**src/rtl/sertx_pkg.sv**
```systemverilog
package sertx_pkg;
    typedef enum logic [2:0] {
        ST_IDLE,
        ST_START,
        ST_DATA,
        ST_STOP,
        ST_BREAK
    } tx_state_e;
endpackage

```
**src/rtl/sertx_baud.sv**
```systemverilog
module sertx_baud #(
    parameter int DIV_W = 16
) (
    input  logic             clk,
    input  logic             rst_n,
    input  logic             clr,
    input  logic             wide,
    input  logic             fast,
    input  logic [DIV_W-1:0] div,
    output logic             tick
);
    localparam int LO_W  = DIV_W / 2;
    localparam int PRE_W = 6;

    logic [DIV_W-1:0] cnt, reload;
    logic [PRE_W-1:0] pre, pre_top;

    always_comb begin
        reload = wide ? div : {{(DIV_W-LO_W){1'b0}}, div[LO_W-1:0]};
        case ({wide, fast})
            2'b00:   pre_top = PRE_W'(63);
            2'b11:   pre_top = PRE_W'(3);
            default: pre_top = PRE_W'(15);
        endcase
    end

    assign tick = !clr && (cnt == '0) && (pre == '0);

    always_ff @(posedge clk) begin
        if (!rst_n) begin
            cnt <= '0;
            pre <= '0;
        end else if (clr) begin
            cnt <= reload;
            pre <= pre_top;
        end else if (cnt == '0) begin
            cnt <= reload;
            pre <= (pre == '0) ? pre_top : pre - 1'b1;
        end else begin
            cnt <= cnt - 1'b1;
        end
    end

    // a cleared generator never ticks on the following cycle
    p_no_tick_after_clear_r7: assert property (@(posedge clk) disable iff (!rst_n)
        clr |=> !tick);
endmodule

```
**src/rtl/sertx_hold.sv**
```systemverilog
module sertx_hold #(
    parameter int DATA_W = 8
) (
    input  logic              clk,
    input  logic              rst_n,
    input  logic              en,
    input  logic              wr,
    input  logic [DATA_W-1:0] wr_data,
    input  logic              wr_b9,
    input  logic              take,
    output logic              full,
    output logic [DATA_W-1:0] data,
    output logic              b9
);
    always_ff @(posedge clk) begin
        if (!rst_n) begin
            full <= 1'b0;
            data <= '0;
            b9   <= 1'b0;
        end else if (!en) begin
            full <= 1'b0;
        end else if (wr && !full) begin
            full <= 1'b1;
            data <= wr_data;
            b9   <= wr_b9;
        end else if (take) begin
            full <= 1'b0;
        end
    end

    // the register fills only from a write
    p_fill_by_write_r4: assert property (@(posedge clk) disable iff (!rst_n)
        $rose(full) |-> $past(wr));
    // a write that finds the register full does not disturb it
    p_full_write_kept_r4: assert property (@(posedge clk) disable iff (!rst_n)
        (full && wr && !take && en) |=> (full && $stable(data)));
endmodule

```
**src/rtl/sertx_fsm.sv**
```systemverilog
module sertx_fsm
    import sertx_pkg::*;
#(
    parameter int DATA_W = 8
) (
    input  logic              clk,
    input  logic              rst_n,
    input  logic              en,
    input  logic              nine,
    input  logic              tick,
    input  logic              hold_full,
    input  logic [DATA_W-1:0] hold_data,
    input  logic              hold_b9,
    input  logic              brk_req,
    output logic              take,
    output logic              brk_pend,
    output logic              baud_clr,
    output logic              shift_idle,
    output logic              line_raw
);
    localparam int SH_W  = DATA_W + 1;
    localparam int CNT_W = $clog2(DATA_W + 3);

    tx_state_e         st, nxt;
    logic [SH_W-1:0]   shreg;
    logic [CNT_W-1:0]  bit_cnt, last_data, last_brk;
    logic              brk_go, load;

    assign last_data = nine ? CNT_W'(DATA_W) : CNT_W'(DATA_W - 1);
    assign last_brk  = last_data + CNT_W'(2);

    // next-state selection
    always_comb begin
        nxt    = st;
        take   = 1'b0;
        brk_go = 1'b0;
        load   = 1'b0;
        unique case (st)
            ST_IDLE: begin
                if (brk_pend) begin
                    nxt = ST_BREAK; brk_go = 1'b1;
                end else if (hold_full) begin
                    nxt = ST_START; take = 1'b1; load = 1'b1;
                end
            end
            ST_START: if (tick) nxt = ST_DATA;
            ST_DATA:  if (tick && bit_cnt == last_data) nxt = ST_STOP;
            ST_STOP: begin
                if (tick) begin
                    if (brk_pend) begin
                        nxt = ST_BREAK; brk_go = 1'b1;
                    end else if (hold_full) begin
                        nxt = ST_START; take = 1'b1; load = 1'b1;
                    end else begin
                        nxt = ST_IDLE;
                    end
                end
            end
            ST_BREAK: if (tick && bit_cnt == last_brk) nxt = ST_IDLE;
            default:  nxt = ST_IDLE;
        endcase
        if (!en) begin
            nxt = ST_IDLE; take = 1'b0; brk_go = 1'b0; load = 1'b0;
        end
    end

    // state register and datapath
    always_ff @(posedge clk) begin
        if (!rst_n) begin
            st       <= ST_IDLE;
            shreg    <= '0;
            bit_cnt  <= '0;
            brk_pend <= 1'b0;
        end else begin
            st <= nxt;
            if (nxt != st)
                bit_cnt <= '0;
            else if (tick && (st == ST_DATA || st == ST_BREAK))
                bit_cnt <= bit_cnt + 1'b1;
            if (load)
                shreg <= {hold_b9 & nine, hold_data};
            else if (tick && st == ST_DATA)
                shreg <= {1'b0, shreg[SH_W-1:1]};
            if (!en)          brk_pend <= 1'b0;
            else if (brk_req) brk_pend <= 1'b1;
            else if (brk_go)  brk_pend <= 1'b0;
        end
    end

    // outputs
    always_comb begin
        unique case (st)
            ST_IDLE:  line_raw = 1'b1;
            ST_START: line_raw = 1'b0;
            ST_DATA:  line_raw = shreg[0];
            ST_STOP:  line_raw = 1'b1;
            ST_BREAK: line_raw = 1'b0;
            default:  line_raw = 1'b1;
        endcase
        shift_idle = (st == ST_IDLE);
        baud_clr   = (st == ST_IDLE) || !en;
    end

    // idle with held data starts a frame on the next edge
    p_drain_hold_r3: assert property (@(posedge clk) disable iff (!rst_n)
        (st == ST_IDLE && hold_full && en && !brk_pend) |=> (st == ST_START));
    // entering a break consumes the request
    p_break_consumes_r10: assert property (@(posedge clk) disable iff (!rst_n)
        (st == ST_BREAK && $past(st) != ST_BREAK && !$past(brk_req)) |-> !brk_pend);
endmodule

```
**src/rtl/sertx_top.sv**
```systemverilog
module sertx_top #(
    parameter int DATA_W = 8,
    parameter int DIV_W  = 16
) (
    input  logic              clk,
    input  logic              rst_n,
    input  logic              cfg_en,
    input  logic              cfg_nine,
    input  logic              cfg_bit9,
    input  logic              cfg_invert,
    input  logic              cfg_fast,
    input  logic              cfg_wide,
    input  logic [DIV_W-1:0]  cfg_div,
    input  logic              wr_valid,
    input  logic [DATA_W-1:0] wr_data,
    input  logic              brk_req,
    output logic              brk_pending,
    output logic              hold_empty,
    output logic              shift_empty,
    output logic              tx_line
);
    logic              tick, baud_clr, take, hold_full, hold_b9, line_raw, shift_idle;
    logic [DATA_W-1:0] hold_data;

    sertx_baud #(.DIV_W(DIV_W)) u_baud (
        .clk(clk), .rst_n(rst_n), .clr(baud_clr), .wide(cfg_wide),
        .fast(cfg_fast), .div(cfg_div), .tick(tick)
    );

    sertx_hold #(.DATA_W(DATA_W)) u_hold (
        .clk(clk), .rst_n(rst_n), .en(cfg_en), .wr(wr_valid),
        .wr_data(wr_data), .wr_b9(cfg_bit9), .take(take),
        .full(hold_full), .data(hold_data), .b9(hold_b9)
    );

    sertx_fsm #(.DATA_W(DATA_W)) u_fsm (
        .clk(clk), .rst_n(rst_n), .en(cfg_en), .nine(cfg_nine), .tick(tick),
        .hold_full(hold_full), .hold_data(hold_data), .hold_b9(hold_b9),
        .brk_req(brk_req), .take(take), .brk_pend(brk_pending),
        .baud_clr(baud_clr), .shift_idle(shift_idle), .line_raw(line_raw)
    );

    assign hold_empty  = !hold_full;
    assign shift_empty = shift_idle;
    assign tx_line     = line_raw ^ cfg_invert;

    // a low enable leaves both flags set one cycle later
    p_disable_empties_r11: assert property (@(posedge clk) disable iff (!rst_n)
        !cfg_en |=> (hold_empty && shift_empty));
    // the holding flag only drops after a write strobe
    p_hold_flag_by_write_r4: assert property (@(posedge clk) disable iff (!rst_n)
        $fell(hold_empty) |-> $past(wr_valid));
endmodule

```
**config.mk**
```make
export PLATFORM = sky130hd
export DESIGN_NAME = sertx_top
export DESIGN_NICKNAME = d
export VERILOG_FILES = /design/src/rtl/sertx_pkg.sv /design/src/rtl/sertx_baud.sv /design/src/rtl/sertx_hold.sv /design/src/rtl/sertx_fsm.sv /design/src/rtl/sertx_top.sv
export SDC_FILE = /design/constraint.sdc
export NUM_CORES = 1
export LEC_CHECK = 0
export ABC_CLOCK_PERIOD_IN_PS = 2750
export BUFFER_PORTS_ARGS = -buffer_cell sky130_fd_sc_hd__clkbuf_2
export CAP_MARGIN = 20
export CORE_UTILIZATION = 55
export CTS_BUF_LIST = sky130_fd_sc_hd__clkbuf_4 sky130_fd_sc_hd__clkbuf_8
export DETAILED_ROUTE_END_ITERATION = 8
export PLACE_DENSITY = 0.85
export SLEW_MARGIN = 15
export SYNTH_ARGS = -nofsm -noshare
export SYNTH_HDL_FRONTEND = slang
export SYNTH_SLANG_ARGS = --single-unit
```
**constraint.sdc**
```tcl
create_clock -name clk -period 2.75 [get_ports clk]
set_input_delay 0.275 -clock clk [delete_from_list [all_inputs] [get_ports clk]]
set_output_delay 0.275 -clock clk [all_outputs]
set_load 0.01 [all_outputs]
```
Word-level counts from Yosys, hierarchy flattened
Index checks and enable logic that the tools add are counted.
Storage, ports and cells
  output and inout port bits: 4
  bits in registers: 49
  logic and storage cells: 82
Cells by class
  reduce and logical (&&, ||, !) cells: 24
  bitwise gates (word level): 3
  equal/unequal tests: 8
  $add $sub $neg: 4
  multiplexer cells: 34
Operator list (count)
  $mux 16: 3
  $mux 3: 8
  $mux 6: 3
  $mux 9: 2
  $logic_not 16->1: 1
  $sub 16x1->16 const B: 1
  $pmux 3 s5: 1
  $mux 1: 12
  $pmux 6 s2: 1
  $eq 4x4->1: 2
  $reduce_bool 2->1: 4
  $logic_and 1x1->1: 7
  $eq 3x2->1 const B: 2
  $logic_not 6->1: 1
  $pmux 1 s2: 3
  $sub 6x1->6 const B: 1
  $add 4x1->4 const B: 1
  $add 4x2->4 const B: 1
  $mux 4: 1
  $reduce_and 2->1: 2
  $reduce_or 2->1: 2
  $eq 3x1->1 const B: 1
  $eq 3x3->1 const B: 1
  $logic_not 1->1: 3
  8 further kinds: 9

Logic depth before layout (Yosys ltp)
Gate-level depths: netlist of run 1.
  depth in word-level cells: 11
  gate-level depth with buffers: 9

Modules after synthesis
From an unflattened synthesis of run 1, not the netlist that was laid out.
Second synthesis, totals
  cell total of the unflattened synthesis: 307
  area total of the unflattened synthesis: 2752.6 um^2
Modules (own cells, without submodules)
  sertx_baud: instances 1, area each 1286.2 um^2, sequential area each 440.4 um^2, cells each 145
  sertx_fsm: instances 1, area each 1048.5 um^2, sequential area each 340.3 um^2, cells each 116
  sertx_hold: instances 1, area each 405.4 um^2, sequential area each 200.2 um^2, cells each 44
  sertx_top: instances 1, area each 12.5 um^2, sequential area each 0.0 um^2, cells each 2

Worst setup path before layout of run 1
OpenSTA, ideal clock, no wires.
  path kind: reg2reg
  start: register u_baud.pre[0]
  end: register u_fsm.shreg[2]
  cell stages (with the launch flop): 8
  arrival: 1.929 ns
  setup slack: 0.699 ns
  period minus slack after synthesis: 2.051 ns
  setup time: 0.122 ns
  path buffers: 0
  cell sequence: dfxtp_1 -> inv_1 -> ha_1 -> nor3b_1 -> and4_1 -> nand4_4 -> and3_4 -> a221o_1
On the way
  longest elaborated chain between the ends: 6
RTL lines
  from (decl): RTL line sertx_baud.sv:16  | logic [PRE_W-1:0] pre, pre_top;
  from (signal assigned): RTL line sertx_baud.sv:35  | pre <= pre_top;
  from (signal assigned): RTL line sertx_baud.sv:38  | pre <= (pre == '0) ? pre_top : pre - 1'b1;
  $logic_not 6->1 (*): RTL line sertx_baud.sv:27  | assign tick = !clr && (cnt == '0) && (pre == '0);
  $logic_and 1x1->1 (*): RTL line sertx_baud.sv:27
  $mux 1: RTL line sertx_fsm.sv:49  | if (tick) begin
  $pmux 1 s2: RTL line sertx_fsm.sv:38  | unique case (st)
  $mux 1: RTL line sertx_fsm.sv:62  | if (!en) begin
  $mux 9 / $reduce_bool 2->1 (equally long branches)
  to (signal assigned): RTL line sertx_fsm.sv:81  | shreg <= {hold_b9 & nine, hold_data};
  to (signal assigned): RTL line sertx_fsm.sv:83  | shreg <= {1'b0, shreg[SH_W-1:1]};
  to (decl): RTL line sertx_fsm.sv:25  | logic [SH_W-1:0] shreg;
Mark *: on every way between the ends. The rest lies on a longest branch, timed or not.
A chain may end at the register's enable or synchronous reset.

Worst setup path after layout of run 1
  start: register u_baud.pre[1]
  end: register u_fsm.bit_cnt[1]
On the way
  longest elaborated chain between the ends: 8
RTL lines
  $logic_not 6->1 (*): RTL line sertx_baud.sv:27
  $logic_and 1x1->1 (*): RTL line sertx_baud.sv:27
  $logic_and 1x1->1, on equally long branches: RTL line sertx_fsm.sv:59, sertx_fsm.sv:47
  $mux 3, on equally long branches: RTL line sertx_fsm.sv:59, sertx_fsm.sv:47
  $pmux 3 s5: RTL line sertx_fsm.sv:38
  $mux 3: RTL line sertx_fsm.sv:62
  $ne 3x3->1: RTL line sertx_fsm.sv:76  | if (nxt != st)
  $reduce_or 2->1 (no line)
  to (signal assigned): RTL line sertx_fsm.sv:79  | bit_cnt <= bit_cnt + 1'b1;
  to (decl): RTL line sertx_fsm.sv:26  | logic [CNT_W-1:0] bit_cnt, last_data, last_brk;
Marks and branches as above.

==> metrics, run 1 <==
fill cell count 404; Setup crit end kind flip-flop; ys async rst share 0; register area share after synthesis 0.3577; die area 5273 sq um; largest net degree at the start of global routing 27; routed vias 2491; Seq pwr share 0.512; number of flops mapped to enable cells by yosys 0; post-layout net count 392; PD cells 487.0 nW/um^2; gpl congestion 0.8720; CTS Buffer Depth 2; status finished, final reports clean; Synth area leaders dfxtp_1, mux2i_1, nor2_1; worst skew pair latency 0.30 ns; Max-Cap Viols 0; Mapped Cells 319; most common cell in the netlist dfxtp_1; share of power burned in the clock network 0.346; Hold Crit Class input port to flip-flop; die outline height around 73 um; input/output buffers 37; dpl hpwl 4379 um; CTS root buf clkbuf_8; worst hold slack between 0.15 and 0.2 ns; Net Sw Frac 0.2690; Max VDD drop 349.0 uV; CP arrival 2.62 ns; number of buffers added for setup after CTS 0; CTS tree built; drt total wl around 6000 um; minimum clock period after layout 2.437 ns; Die Width slightly above 70 um; initial antenna violation count 0; initial core utilization 0.5768; Synth area leader dfxtp_1; # rows 25; Pleak about 0.0012 uW; number of iterations in the first detailed-routing pass 5; Sum Neg Setup Slack 0 ns; Fmax between 400 and 500 MHz; share of layout cells above drive strength 1 0.1977; Final ANT Viol Nets 0; mapped cell area around 2700 sq um; Net Sw Power 406.5 uW; Layout Cells excl Fill roughly 420; CTS sink count 49; Post-route DRC 0; H-tree levels 2; Cells after DPL 413; Pins Over Slew Limit 0; Worst Skew 0.007189 ns; Post-synth top cells dfxtp_1, nor2_1, a21oi_1, nand2_1, nand3_1; vias in the first global route 2269; worst relative slew slack 0.4881; Synth cell types 58; fin crit share 0.8862; critical path type flip-flop to flip-flop; Iteration-0 DRC Markers 191; RSZ-0062 raised after global routing false; Worst-path clk slew 0.09 ns; Gate power share 0.142; Finished Core Util 0.6526; final hold violation count 0; # IOs 38; Vias/cell 5.917; CP required 2.94 ns; Yosys warnings 0; first-pass GRT wire length 10480 um; wire per inst 14.64 um; ys flop type dfxtp_1; syn nets ~360; top cell type's share of synthesized area 0.3577; CTS Buf Count 5; Syn Area/Cell 8.598 sq um; Post-CTS Resized 0; Yosys reg bits 49; Core Region 4755 sq um; CP max FO 5; grt ovf 0; Setup crit start kind flip-flop; Power Internal roughly 1100 uW; Antenna diodes 0; P&R area growth vs syn 13.14%; Least-Margin Pin Slew around 0.77 ns; CTS Hold Buffers Added 0; gr usage total 0.2546; Finish-stage setup viols 0
[cell usage in the layout, fill, tap and decap left out, types with 2 or more instances in the layout]
cell,instances
clkbuf_2,37
a21oi_1,24
or3b_2,2
a311oi_1,2
inv_1,9
nor3b_1,5
mux2i_1,16
nand3b_1,3
nor4_2,3
nor3_2,3
dfxtp_1,49
a211oi_1,6
o211ai_1,2
nand2_1,22
and3b_1,2
a221o_1,3
clkbuf_8,5
and2_1,2
nor3_1,12
nor4b_1,2
o31ai_1,3
and3_1,4
ha_1,5
o21ai_0,13
nand3_1,18
nand4b_1,2
xnor2_1,15
nand4_1,3
nor2b_1,3
nand2b_1,2
or3_1,2
nor4_4,3
nor2_1,36
o31a_1,2
and4_1,2
xor2_1,2
buf_4,7
[stage by stage]
step | setup WS (ns) | area (sq um) | power [uW]
4_1_cts | 0.2910 | 3100 | 1515
5_1_grt | 0.02366 | 3103 | 1579
2_1_floorplan | 0.6994 | 2743 | 935.1
3_3_place_gp | 0.3612 | 2985 | 994.0
3_5_place_dp | 0.3761 | 2985 | 998.9
6_report | 0.3129 | 3103 | 1511
[metal layers]
| metal | vias up | wire length, um | part of all wire | track usage |
|---|---|---|---|---|
| met3 | 15 | 444 | 0.072 | 0.05110 |
| met1 | 1135 | 2810 | 0.46 | 0.3359 |
| li1 | 1228 | - | - | - |
| met5 | - | 0 | 0 | 0 |
| met4 | 0 | 130 | 0.021 | 0.09804 |
| met2 | 113 | 2780 | 0.45 | 0.4102 |
[state kept, by name, indices dropped and copies added, names as in the netlist]
signal and count:
u_fsm.st 3, u_fsm.shreg 9, u_baud.pre 6, u_hold.b9 1, u_hold.data 8, u_hold.full 1
u_fsm.bit_cnt 4, u_fsm.brk_pend 1, u_baud.cnt 16
[critical path, stage by stage (launching register included)]
cell and delay (ns):
dfxtp_1 0.38, inv_1 0.10, ha_1 0.19, nor3b_1 0.49, nand3_1 0.35, nor2_1 0.28, a21boi_1 0.40, nor3_1 0.11
[kinds of logic after synthesis]
family	after synthesis	share of synthesized area
DFF	49	0.3577
adders and majority gates	5	0.02281
and+or+nand+nor	138	0.3025
buffers and inverters	26	0.04106
AOI/OAI and AO/OA	68	0.1633
xor gates and xnor gates	17	0.05429
muxes	16	0.05839
[final timing paths]
path	start	to	slack, ns	depth (start not counted)
setup / recovery	u_baud.pre[1]	u_fsm.bit_cnt[1]	0.31	7
hold / removal	brk_req	u_fsm.brk_pend	0.18	3
setup reg to reg	u_baud.pre[1]	u_fsm.bit_cnt[1]	0.31	7
hold reg to reg	u_fsm.shreg[8]	u_fsm.shreg[8]	0.48	2
[layout make-up]
| class | instances | area [sq um] | area share |
|---|---|---|---|
| clock buffers | 5 | 68.82 | 0.02218 |
| multi-input cells | 244 | 1652 | 0.5323 |
| clock inverters | 3 | 46.29 | 0.01492 |
| inverters | 9 | 33.78 | 0.01089 |
| flip-flops and latches | 49 | 980.9 | 0.3161 |
| well taps | 67 | 83.83 | 0.02702 |
| repair buffers | 44 | 237.7 | 0.07661 |
[power groups by stage]
stage	combinational (uW)	clock [uW]	sequential, uW
CTS	213	529	773
global route	238	561	779
global placement	207	0	787
finish	215	523	774
floorplan	153	0	782
detailed placement	210	0	789
(Power assumes the default switching activity.)
==> run 2: changes to the inputs <==
--- a/config.mk
+++ b/config.mk
@@ -8,10 +8,13 @@
 export ABC_CLOCK_PERIOD_IN_PS = 2750
 export BUFFER_PORTS_ARGS = -buffer_cell sky130_fd_sc_hd__clkbuf_2
 export CAP_MARGIN = 20
-export CORE_UTILIZATION = 55
+export CELL_PAD_IN_SITES_DETAIL_PLACEMENT = 0
+export CELL_PAD_IN_SITES_GLOBAL_PLACEMENT = 1
+export CORE_UTILIZATION = 45
 export CTS_BUF_LIST = sky130_fd_sc_hd__clkbuf_4 sky130_fd_sc_hd__clkbuf_8
 export DETAILED_ROUTE_END_ITERATION = 8
-export PLACE_DENSITY = 0.85
+export HOLD_SLACK_MARGIN = 0.1
+export PLACE_DENSITY = 0.9
 export SLEW_MARGIN = 15
 export SYNTH_ARGS = -nofsm -noshare
 export SYNTH_HDL_FRONTEND = slang
==> metrics, run 2 (same netlist as run 1, synthesis figures left out) <==
minimum clock period after layout 2.383 ns (was 2.437 ns); CTS tree built (unchanged); final setup margin 0.3672 ns (was 0.3129 ns); Pins Over Slew Limit 0 (unchanged); Die Width 80.07 um (was 72.62 um); Worst-path clk slew 0.09 ns (about the same); routed vias 2368 (was 2491); max FFs per register 16 (unchanged); drt total wl 6008 um (was 6165 um); first-pass GRT wire length 10050 um (was 10480 um); worst slack, placed 0.4075 ns (was 0.3761 ns); number of buffers added for setup after CTS 0 (unchanged); final hold violation count 0 (unchanged); gr usage total 0.1998 (was 0.2546); fin crit share 0.8665 (was 0.8862); Finished Core Util 0.5217 (was 0.6526); Least-Margin Pin Slew 0.7591 ns (was 0.7670 ns); Iteration-0 DRC Markers 156 (was 191); CP max FO 5 (unchanged); number of iterations in the first detailed-routing pass 4 (was 5); Vias/cell 5.559 (was 5.917); worst relative slew slack 0.4934 (was 0.4881); CTS Buf Count 5 (unchanged); # IOs 38 (unchanged); die area 6411 sq um (was 5273 sq um); critical path type flip-flop to flip-flop (unchanged); CTS Hold Buffers Added 0 (unchanged); Setup crit start kind flip-flop (unchanged); worst skew pair latency 0.30 ns (about the same); Core Region 5886 sq um (was 4755 sq um); post-layout net count 390 (was 392); Max VDD drop 277.2 uV (was 349.0 uV); Pleak 0.001198 uW (was 0.001219 uW); initial core utilization 0.4660 (was 0.5768); Worst Skew 0.005745 ns (was 0.007189 ns); Final ANT Viol Nets 0 (unchanged); CTS sink count 49 (unchanged); P&R area growth vs syn 11.95% (was 13.14%); Post-CTS Resized 0 (unchanged); most frequent cells in the layout dfxtp_1, nor2_1, clkbuf_2, a21oi_1, nand2_1 (was dfxtp_1, clkbuf_2, nor2_1, a21oi_1, nand2_1); grt ovf 0 (unchanged); # rows 28 (was 25); commonest non-fill, non-tap cell in the layout dfxtp_1 (unchanged); initial antenna violation count 0 (unchanged); CP required 2.93 ns (was 2.94 ns); Fmax 419.7 MHz (was 410.3 MHz); largest registers u_baud.cnt (16), u_fsm.shreg (9), u_hold.data (8) (unchanged); H-tree levels 2 (unchanged); die outline height 80.07 um (was 72.62 um); Antenna diodes 0 (unchanged); wire per inst 14.10 um (was 14.64 um); Sum Neg Setup Slack 0 ns (unchanged); share of layout cells above drive strength 1 0.1880 (was 0.1977); vias in the first global route 2168 (was 2269); input/output buffers 37 (unchanged); Max-Cap Viols 0 (unchanged); CP arrival 2.56 ns (was 2.62 ns); Hold Crit Class input port to flip-flop (unchanged); Post-route DRC 0 (unchanged); CTS Buffer Depth 2 (unchanged); PD cells 461.6 nW/um^2 (was 487.0 nW/um^2); largest net degree at the start of global routing 23 (was 27); CTS root buf clkbuf_8 (unchanged); dpl hpwl 4450 um (was 4379 um); gpl congestion 0.8476 (was 0.8720); Largest Register u_baud.cnt (unchanged); status finished, final reports clean (unchanged); RSZ-0062 raised after global routing false (unchanged); Setup crit end kind flip-flop (unchanged); Finish-stage setup viols 0 (unchanged)
## run 2: cell count changes in the layout (fill, tap and decap cells not counted), sizes merged
cell | previous run | this run
bufinv | 1 | 0
buf | 7 | 5
clkbuf | 42 | 43
clkinv | 1 | 0
## run 2: per-layer routing
metal,share of wire,up-vias,wire (um),global-route usage
met2,0.46,47,2791,0.3385
li1,-,1219,-,-
met3,0.039,5,232,0.03750
met1,0.49,1097,2940,0.2622
met4,0.0073,0,44,0.04464
met5,0,-,0,0
## run 2: worst paths after layout
path,start,end,slack (ns),cells after the start
min reg2reg,u_fsm.shreg[0],u_fsm.shreg[0],0.48,2
min,brk_req,u_fsm.brk_pend,0.19,3
max reg2reg,u_baud.pre[0],u_fsm.bit_cnt[3],0.37,7
max,u_baud.pre[0],u_fsm.bit_cnt[3],0.37,7
## run 2: layout make-up
class,count,area [sq um]
fill,581,2815
inverter,9,33.78
tap,75,93.84
multi-input combinational,244,1649
timing repair buffer,42,222.7
sequential,49,980.9
clock buffer,6,82.58
clock inverter,1,7.507
## run 2: stage by stage
step	area, sq um	power, uW	hold WS [ns]	std cells
floorplan	2743	935.1	0.4038	319
global placement	2980	997.7	0.4610	419
detailed placement	2980	1000	0.4658	419
CTS	3070	1437	0.1755	426
global route	3070	1491	0.1790	426
finish	3070	1417	0.1850	426
## run 2: critical path, cell delays in order (launching register included)
cell and delay, ns:
dfxtp_1 0.36, inv_1 0.11, ha_1 0.20, nor3b_1 0.49, nand3_1 0.34, nor2_1 0.28, a21boi_1 0.37, nor3_1 0.10
## run 2: power by group
group | internal (uW) | total, uW | switching (uW)
sequential | 739 | 775 | 35.3
combinational | 93.0 | 209 | 116
clock | 199 | 434 | 235
total | 1030 | 1420 | 386
==> run 3: changes to the inputs <==
--- a/config.mk
+++ b/config.mk
@@ -14,7 +14,7 @@
 export CTS_BUF_LIST = sky130_fd_sc_hd__clkbuf_4 sky130_fd_sc_hd__clkbuf_8
 export DETAILED_ROUTE_END_ITERATION = 8
 export HOLD_SLACK_MARGIN = 0.1
-export PLACE_DENSITY = 0.9
+export PLACE_DENSITY_LB_ADDON = 0.25
 export SLEW_MARGIN = 15
 export SYNTH_ARGS = -nofsm -noshare
 export SYNTH_HDL_FRONTEND = slang
==> metrics, run 3 (same netlist as run 1, synthesis figures left out) <==
status finished, final reports clean (unchanged); gpl congestion 0.8585 (was 0.8476); Fmax 405.1 MHz (was 419.7 MHz); CP max FO 5 (unchanged); max FFs per register 16 (unchanged); first-pass GRT wire length 10700 um (was 10050 um); Sum Neg Setup Slack 0 ns (unchanged); Cells after DPL 420 (was 419); Final ANT Viol Nets 0 (unchanged); H-tree levels 2 (unchanged); Antenna diodes 0 (unchanged); metal2 WL 2794 um (was 2791 um); critical path type flip-flop to flip-flop (unchanged); CTS tree built (unchanged); Net Sw Power 412.1 uW (was 385.9 uW); PD cells 515.3 nW/um^2 (was 461.6 nW/um^2); vias in the first global route 2273 (was 2168); initial core utilization 0.4660 (unchanged); Finish-stage setup viols 0 (unchanged); Max VDD drop 280.4 uV (was 277.2 uV); wire per inst 14.61 um (was 14.10 um); routed vias 2406 (was 2368); largest registers u_baud.cnt (16), u_fsm.shreg (9), u_hold.data (8) (unchanged); Routed met1 length 3112 um (was 2940 um); initial antenna violation count 0 (unchanged); CTS Buf Count 5 (unchanged); total power 1610 uW (was 1417 uW); share of power burned in the clock network 0.387 (was 0.306); Worst Skew 0.01245 ns (was 0.005745 ns); post-layout net count 391 (was 390); hold depth 3 (unchanged); Worst-path clk slew 0.10 ns (was 0.09 ns); number of buffers added for setup after CTS 0 (unchanged); dpl hpwl 4528 um (was 4450 um); CTS sink count 49 (unchanged); CP arrival 2.66 ns (was 2.56 ns); Gate power share 0.132 (was 0.147); CP required 2.94 ns (was 2.93 ns); Iteration-0 DRC Markers 225 (was 156); CTS Buffer Depth 2 (unchanged); Post-CTS Resized 0 (unchanged); final hold violation count 0 (unchanged); P&R area growth vs syn 13.96% (was 11.95%); Vias/cell 5.621 (was 5.559); worst skew pair latency 0.31 ns (was 0.30 ns); minimum clock period after layout 2.469 ns (was 2.383 ns); commonest non-fill, non-tap cell in the layout dfxtp_1 (unchanged); input/output buffers 37 (unchanged); Max-Cap Viols 0 (unchanged); Power Internal 1198 uW (was 1031 uW); Least-Margin Pin Slew 0.5753 ns (was 0.7591 ns); drt total wl 6251 um (was 6008 um); # rows 28 (unchanged); Setup crit end kind flip-flop (unchanged); Seq pwr share 0.481 (was 0.546); die outline height 80.07 um (unchanged); fill cell count 564 (was 581); grt ovf 0 (unchanged); worst relative slew slack 0.6156 (was 0.4934); R2R cell count 7 (unchanged); Largest Register u_baud.cnt (unchanged); Pleak 0.001229 uW (was 0.001198 uW); # IOs 38 (unchanged); Post-route DRC 0 (unchanged); CTS Hold Buffers Added 0 (unchanged); fin crit share 0.8977 (was 0.8665); largest net degree at the start of global routing 23 (unchanged); number of iterations in the first detailed-routing pass 5 (was 4); die area 6411 sq um (unchanged); CTS root buf clkbuf_8 (unchanged); worst slack, placed 0.3724 ns (was 0.4075 ns); Setup crit start kind flip-flop (unchanged); routed length on met3 257 um (was 232 um); Pins Over Slew Limit 0 (unchanged); most frequent cells in the layout dfxtp_1, nor2_1, clkbuf_2, a21oi_1, nand2_1 (unchanged); Max Used Layer met4 (unchanged); Finished Core Util 0.5310 (was 0.5217); Layout Cells excl Fill 428 (was 426); share of layout cells above drive strength 1 0.1926 (was 0.1880); Core Region 5886 sq um (unchanged); RSZ-0062 raised after global routing false (unchanged); Die Width 80.07 um (unchanged); gr usage total 0.2130 (was 0.1998); Net Sw Frac 0.2559 (was 0.2723); Hold Crit Class input port to flip-flop (unchanged); final setup margin 0.2813 ns (was 0.3672 ns)
-- run 3: changes by cell type in the layout (fill, tap and decap cells not counted) --
cell	previous run	this run
buf_4	5	6
clkinvlp_4	1	0
bufinv_16	0	2
clkbuf_8	6	5
inv_6	0	1
-- run 3: critical path: stages, from the launching register on --
cell and delay, ns:
dfxtp_1 0.37, inv_1 0.13, ha_1 0.22, nor3b_1 0.51, nand3_1 0.36, nor2_1 0.29
a21boi_1 0.37, nor3_1 0.11
-- run 3: path summary, 6_finish.rpt --
kind / startpoint / endpoint / slack [ns]
max: u_baud.pre[0] / u_fsm.bit_cnt[1] / 0.28
min: brk_req / u_fsm.brk_pend / 0.17
max reg2reg: u_baud.pre[0] / u_fsm.bit_cnt[1] / 0.28
min reg2reg: u_fsm.shreg[0] / u_fsm.shreg[0] / 0.47
-- run 3: metrics by stage --
| stage | area, sq um | hold slack (ns) |
|---|---|---|
| final | 3126 | 0.1744 |
| after global routing | 3126 | 0.1745 |
| after CTS | 3126 | 0.1682 |
| after detailed placement | 2988 | 0.4590 |
| after global placement | 2988 | 0.4614 |
| after floorplan | 2743 | 0.4038 |
-- run 3: per-layer routing --
layer / vias to the layer above / GRT usage
met1: 1116 / 0.2964
met4: 0 / 0.07143
met3: 9 / 0.03636
met2: 55 / 0.3316
li1: 1226 / -
met5: - / 0
-- run 3: power groups by stage --
stage / Sequential (uW) / Combinational (uW) / Clock [uW]
after floorplan: 782 / 153 / 0
after detailed placement: 791 / 213 / 0
final: 775 / 213 / 623
after global placement: 790 / 211 / 0
after CTS: 774 / 214 / 637
after global routing: 780 / 240 / 667
-- run 3: cell type report --
class | instances | area [sq um] | area share
Clock inverter | 3 | 68.82 | 0.02202
Clock buffer | 5 | 68.82 | 0.02202
Timing Repair Buffer | 43 | 230.2 | 0.07366
Multi-Input combinational cell | 244 | 1649 | 0.5276
Tap cell | 75 | 93.84 | 0.03002
Inverter | 9 | 33.78 | 0.01081
Sequential cell | 49 | 980.9 | 0.3139
